--- src/rtl/gpio_irq_pkg.sv ---
package gpio_irq_pkg;
    typedef enum logic {
        PIN_QUIET   = 1'b0,
        PIN_PENDING = 1'b1
    } pin_st_t;

    typedef enum logic {
        GF_CLEAR  = 1'b0,
        GF_RAISED = 1'b1
    } gf_st_t;
endpackage

--- src/rtl/gpio_irq_cell.sv ---
module gpio_irq_cell
    import gpio_irq_pkg::*;
(
    input  logic clk,
    input  logic rst_n,
    input  logic lvl,
    input  logic is_out,
    input  logic en,
    input  logic rise,
    input  logic clr,
    output logic pending,
    output logic hit
);
    pin_st_t st, st_nx;
    logic    last_in_lvl;
    logic    orig_lvl;
    logic    qual_edge;
    logic    back_home;

    assign qual_edge = !is_out && en && (lvl != last_in_lvl) && (lvl == rise);
    assign back_home = !is_out && (lvl == orig_lvl);

    always_comb begin
        st_nx = st;
        unique case (st)
            PIN_QUIET:   if (qual_edge && !clr) st_nx = PIN_PENDING;
            PIN_PENDING: if (clr || back_home)  st_nx = PIN_QUIET;
        endcase
    end

    always_ff @(posedge clk or negedge rst_n) begin
        if (!rst_n) begin
            st          <= PIN_QUIET;
            last_in_lvl <= 1'b0;
            orig_lvl    <= 1'b0;
        end else begin
            st <= st_nx;
            if (!is_out) last_in_lvl <= lvl;
            if (hit)     orig_lvl    <= last_in_lvl;
        end
    end

    always_comb begin
        pending = (st == PIN_PENDING);
        hit     = (st == PIN_QUIET) && (st_nx == PIN_PENDING);
    end

    // blocked pins stay quiet
    a_r1_blocked_stays_quiet: assert property (@(posedge clk) disable iff (!rst_n)
        (st == PIN_QUIET && (is_out || !en)) |=> (st == PIN_QUIET));

    // a new latch matches the selected polarity
    a_r2_edge_polarity: assert property (@(posedge clk) disable iff (!rst_n)
        $rose(pending) |-> ($past(lvl) == $past(rise)));

    // read strobe empties the latch
    a_r4_read_clears: assert property (@(posedge clk) disable iff (!rst_n)
        clr |=> !pending);
endmodule

--- src/rtl/gpio_irq_gflag.sv ---
module gpio_irq_gflag
    import gpio_irq_pkg::*;
(
    input  logic clk,
    input  logic rst_n,
    input  logic any_hit,
    input  logic clr_req,
    output logic flag
);
    gf_st_t st, st_nx;

    always_comb begin
        st_nx = st;
        unique case (st)
            GF_CLEAR:  if (any_hit)             st_nx = GF_RAISED;
            GF_RAISED: if (clr_req && !any_hit) st_nx = GF_CLEAR;
        endcase
    end

    always_ff @(posedge clk or negedge rst_n) begin
        if (!rst_n) st <= GF_CLEAR;
        else        st <= st_nx;
    end

    always_comb flag = (st == GF_RAISED);

    // the flag drops only after a clearing write
    a_r5_drop_needs_write: assert property (@(posedge clk) disable iff (!rst_n)
        $fell(flag) |-> $past(clr_req));

    // a latch always leaves the flag raised, even with a clearing write
    a_r8_hit_raises: assert property (@(posedge clk) disable iff (!rst_n)
        any_hit |=> flag);
endmodule

--- src/rtl/gpio_irq_ctrl.sv ---
module gpio_irq_ctrl #(
    parameter int NPINS    = 18,
    parameter int BANK_W   = 8,
    parameter int GCLR_BIT = 1
) (
    input  logic             clk,
    input  logic             rst_n,
    input  logic [NPINS-1:0] pin_level,
    input  logic [NPINS-1:0] pin_is_out,
    input  logic [NPINS-1:0] irq_enable,
    input  logic [NPINS-1:0] rise_sel,
    input  logic             stat_rd_ack,
    input  logic [1:0]       stat_rd_bank,
    input  logic             gflag_wr,
    input  logic [7:0]       gflag_wdata,
    output logic [NPINS-1:0] pin_status,
    output logic             gflag,
    output logic             irq_oe
);
    localparam int NBANKS  = (NPINS + BANK_W - 1) / BANK_W;
    localparam int BANK_IW = (NBANKS > 1) ? $clog2(NBANKS) : 1;

    logic [NPINS-1:0] hits;
    logic             clr_req;

    generate
        for (genvar i = 0; i < NPINS; i++) begin : g_pin
            localparam logic [1:0] MY_BANK = 2'(i / BANK_W);
            logic bank_clr;
            assign bank_clr = stat_rd_ack && (stat_rd_bank == MY_BANK);
            gpio_irq_cell u_cell (
                .clk     (clk),
                .rst_n   (rst_n),
                .lvl     (pin_level[i]),
                .is_out  (pin_is_out[i]),
                .en      (irq_enable[i]),
                .rise    (rise_sel[i]),
                .clr     (bank_clr),
                .pending (pin_status[i]),
                .hit     (hits[i])
            );
        end
    endgenerate

    assign clr_req = gflag_wr && gflag_wdata[GCLR_BIT];

    gpio_irq_gflag u_gflag (
        .clk     (clk),
        .rst_n   (rst_n),
        .any_hit (|hits),
        .clr_req (clr_req),
        .flag    (gflag)
    );

    assign irq_oe = gflag || (|(pin_status & irq_enable));

    // request stays released until something latches
    a_r9_quiet_after_reset: assert property (@(posedge clk) disable iff (!rst_n)
        ($past(!gflag) && !gflag && pin_status == '0) |-> !irq_oe);

    initial begin
        a_r4_bank_index_fits: assert (BANK_IW <= 2);
    end
endmodule

--- config.mk ---
export PLATFORM = sky130hd
export DESIGN_NAME = gpio_irq_ctrl
export DESIGN_NICKNAME = d
export VERILOG_FILES = /design/src/rtl/gpio_irq_pkg.sv /design/src/rtl/gpio_irq_cell.sv /design/src/rtl/gpio_irq_gflag.sv /design/src/rtl/gpio_irq_ctrl.sv
export SDC_FILE = /design/constraint.sdc
export NUM_CORES = 1
export LEC_CHECK = 0
export CORE_MARGIN = 3
export CORE_UTILIZATION = 35
export DETAILED_ROUTE_END_ITERATION = 12
export PLACE_DENSITY = 0.75
export RECOVER_POWER = 25
export REMOVE_ABC_BUFFERS = 1
export SETUP_SLACK_MARGIN = 0.15
export SYNTH_ARGS = -nofsm -noshare
export SYNTH_HDL_FRONTEND = slang
export SYNTH_SLANG_ARGS = --single-unit
export TNS_END_PERCENT = 5
--- constraint.sdc ---
create_clock -name clk -period 3.1 [get_ports clk]
set_input_delay 0.465 -clock clk [delete_from_list [all_inputs] [get_ports clk]]
set_output_delay 0.465 -clock clk [all_outputs]
set_load 0.005 [all_outputs]
==> impl_metrics.env <==
export IMPL_clock_network_fraction_of_design_power_pct=25.1
export IMPL_post_cts_setup_buffer_count=0
export IMPL_cp_delay_by_family_top="buffers and inverters"
export IMPL_finalCoreUtilization_pct=48.8
export IMPL_grt_start_max_net_pins=29
export IMPL_drt_drc_violations_left=0
export IMPL_ys_ff_latch=55
export IMPL_synth_top_flop_cell="sky130_fd_sc_hd__dfrtp_1"
export IMPL_power_per_cell_area_nw_per_um2=398
export IMPL_internal_power_mw=1.24
export IMPL_wl_per_cell_um=15.5
export IMPL_cp_data_arrival_time_ps=2050
export IMPL_worst_slew_margin_rel_pct=1.64
export IMPL_grt_antenna_before_repair=0
export IMPL_cp_start_kind="primary input"
export IMPL_cts_hold_buffers_added=0
export IMPL_overflow=0
export IMPL_critical_path_max_fanout=3
export IMPL_postRouteAntennaNets=0
export IMPL_worst_ir_drop_vdd_uv=171
export IMPL_leakage_power_of_the_design_nw=1.70
export IMPL_antenna_cells_inserted=0
export IMPL_number_of_top_level_pins=106
export IMPL_hold_violations=0
export IMPL_clock_transition_at_the_registers_of_the_reported_paths_ps=90
export IMPL_initial_utilization_pct=36.8
export IMPL_port_buffers=98
export IMPL_routability_driven_placement_congestion_ratio=0.795
export IMPL_dr_pass1_iters=4
export IMPL_grt_pass1_wl_um=13500
export IMPL_synthArstFlopShare_pct=100
export IMPL_timing_hold_worst_class="in2async"
export IMPL_num_nets_final=527
export IMPL_synth_most_common_cell="sky130_fd_sc_hd__dfrtp_1"
export IMPL_postSynthAreaPerCell_um2=9.19
export IMPL_wl_um=8520
export IMPL_vias_in_the_first_global_route=2998
export IMPL_place_hpwl_um=6780
export IMPL_grt_setup_unrepaired="false"
export IMPL_final_min_period_over_clock_period_pct=81.2
export IMPL_yosys_area_share_simple_pct=24.7
export IMPL_status="finished, final reports clean"
export IMPL_worst_setup_path_end_kind="primary output"
export IMPL_synth_cell_area_um2=3270
export IMPL_clock_fmax_mhz=397
export IMPL_cpMostUsedCell="sky130_fd_sc_hd__clkdlybuf4s50_1"
export IMPL_power_switching_mw=0.484
export IMPL_synth_largest_type_area_fraction_pct=42.0
export IMPL_timing_hold_ws_ps=496
export IMPL_synth_common_cells="sky130_fd_sc_hd__dfrtp_1, sky130_fd_sc_hd__nand2_1, sky130_fd_sc_hd__o21ai_0"
export IMPL_timing_worst_slew_pin_value_ps=1480
export IMPL_die_height_um=103
export IMPL_p_comb_share_pct=25.6
export IMPL_cts_inserted_buffers=5
export IMPL_synth_seq_area_share_pct=42.0
export IMPL_synthMuxAreaShare_pct=6.19
export IMPL_cts_root_to_sink_buffers=2
export IMPL_synth_compound_gate_area_share_pct=17.2
export IMPL_post_synth_main_area_contributors="sky130_fd_sc_hd__dfrtp_1, sky130_fd_sc_hd__mux2_2, sky130_fd_sc_hd__nand2_1, sky130_fd_sc_hd__o21ai_0, sky130_fd_sc_hd__xor2_1"
export IMPL_yosys_warnings=0
export IMPL_rows=34
export IMPL_synthAdderAreaFrac_pct=0
export IMPL_die_width_um=103
export IMPL_synthDistinctLibCells=26
export IMPL_clk_latency_ps=300
export IMPL_drive_above_1_share_pct=7.01
export IMPL_netlist_top_cell_by_area="sky130_fd_sc_hd__dfrtp_1"
export IMPL_totalNegativeSetupSlack_ps=0
export IMPL_core_area_um2=8890
export IMPL_critical_path_max_stage_delay_ps=450
export IMPL_report_final_slew_viol_count=0
export IMPL_dr_total_vias=3017
export IMPL_die_area_um2=10500
export IMPL_cp_cell_sequence="clkdlybuf4s50_1 -> a22oi_1 -> nand4_1 -> nor2_1 -> nand2_1 -> clkdlybuf4s50_1"
export IMPL_area_growth_pct=32.5
export IMPL_critPathSlowestCell="sky130_fd_sc_hd__clkdlybuf4s50_1"
export IMPL_total_power_mw=1.72
export IMPL_number_of_h_tree_levels=2
export IMPL_via_density=5.49
export IMPL_final_report_setup_violation_count=0
export IMPL_swShare_pct=28.1
export IMPL_crit_buf_inv=2
export IMPL_worst_r2r_setup_slack_ps=1440
export IMPL_synthesis_instances=356
export IMPL_crit_required_ps=2630
export IMPL_cts_repair_resized=0
export IMPL_cts_root_buf="sky130_fd_sc_hd__clkbuf_8"
export IMPL_synth_top_family_by_area="simple AND/OR/NAND/NOR gates"
export IMPL_finalClockSkew_ps=10.8
export IMPL_cts_num_sinks=55
export IMPL_critPathKind="in2out"
export IMPL_synth_edf_count=0
export IMPL_xor_xnor_portion_of_the_synthesized_cell_area_pct=4.82
export IMPL_num_fill_cells=830
export IMPL_grtUsageTotal_pct=16.0
export IMPL_drv_max_cap_violation_count=0
export IMPL_drt_iter0_drc=88
export IMPL_p_seq_share_pct=49.3
export IMPL_tritoncts="done"
export IMPL_final_period_minus_worst_setup_slack_ps=2520
worst register-to-register path, stage by stage, from the launching register on:
cell	delay, ps
sky130_fd_sc_hd__dfrtp_1	420
sky130_fd_sc_hd__nor3b_1	150
sky130_fd_sc_hd__o2111ai_1	290
sky130_fd_sc_hd__nand4_1	180
sky130_fd_sc_hd__a2111oi_2	380
sky130_fd_sc_hd__nand4_1	130
cells by family after synthesis:
family / Yosys count
AOI/OAI and AO/OA: 85
xor gates and xnor gates: 18
buffers and inverters: 22
DFF: 55
muxes: 18
and+or+nand+nor: 158
worst paths after layout:
kind                                                          start                                       to  cells past startpoint
hold / removal                                                rst_n     g_pin[9].u_cell.orig_lvl$_DFFE_PN0P_                      1
max in group asynchronous                                     rst_n  g_pin[5].u_cell.last_in_lvl$_DFFE_PN0N_                      2
setup / recovery                                      irq_enable[4]                                   irq_oe                      6
min in group clk            g_pin[8].u_cell.last_in_lvl$_DFFE_PN0N_     g_pin[8].u_cell.orig_lvl$_DFFE_PN0P_                      2
setup reg to reg           g_pin[13].u_cell.last_in_lvl$_DFFE_PN0N_                   u_gflag.flag$_DFF_PN0_                      5
hold reg to reg             g_pin[8].u_cell.last_in_lvl$_DFFE_PN0N_     g_pin[8].u_cell.orig_lvl$_DFFE_PN0P_                      2
layout make-up:
cell class	instances	area [µm²]	area share, %
Clock inverter	1	7.51	0.173
Multi-Input combinational cell	279	1730	39.9
Timing Repair Buffer	100	990	22.8
Clock buffer	7	96.3	2.22
Sequential cell	55	1380	31.7
Tap cell	108	135	3.12
power groups by stage:
stage	clock, mW	combinational (mW)	sequential [mW]
floorplan	0	0.184	0.850
global placement	0	0.434	0.860
detailed placement	0	0.446	0.863
CTS	0.453	0.447	0.849
global route	0.476	0.489	0.860
finish	0.433	0.441	0.851
registers in the layout, summed over array words and instances (netlist names):
| signal | flops |
|---|---|
| g_pin.u_cell.pending | 18 |
| g_pin.u_cell.orig_lvl | 18 |
| u_gflag.flag | 1 |
| g_pin.u_cell.last_in_lvl | 18 |
cell usage in the layout (no fill, tap or decap), types with 2 or more instances in the layout:
master                             n
sky130_fd_sc_hd__nand3b_1          2
sky130_fd_sc_hd__o21bai_1          2
sky130_fd_sc_hd__o211ai_1         18
sky130_fd_sc_hd__nor3b_1          16
sky130_fd_sc_hd__clkbuf_8          7
sky130_fd_sc_hd__o21ai_0          37
sky130_fd_sc_hd__xor2_1           18
sky130_fd_sc_hd__nor2_1           26
sky130_fd_sc_hd__a21oi_1           4
sky130_fd_sc_hd__o2111ai_1        14
sky130_fd_sc_hd__dfrtp_1          55
sky130_fd_sc_hd__nand2_1          54
sky130_fd_sc_hd__buf_4             2
sky130_fd_sc_hd__nand4_1           6
sky130_fd_sc_hd__mux2_2           18
sky130_fd_sc_hd__nand3_1          18
sky130_fd_sc_hd__a22oi_1           7
sky130_fd_sc_hd__dlygate4sd3_1     5
sky130_fd_sc_hd__and3b_1          14
sky130_fd_sc_hd__nand2b_1          4
sky130_fd_sc_hd__nor3_1           16
sky130_fd_sc_hd__clkdlybuf4s50_1  92
routing by layer:
layer,global-route usage [%],vias up,wire [µm]
met5,0,-,0
met4,4.84,0,88
met3,3.11,8,493
met2,27.4,83,4190
met1,20.6,1443,3750
li1,-,1483,-
per-stage QoR:
| stage | setup slack (ps) | instances | area, µm² |
|---|---|---|---|
| after floorplan | 1170 | 334 | 3110 |
| after global placement | 548 | 542 | 4240 |
| after detailed placement | 535 | 542 | 4240 |
| after CTS | 533 | 550 | 4340 |
| after global routing | 497 | 550 | 4340 |
| final | 582 | 550 | 4340 |
No activity file was read; power rests on OpenSTA's default activity.
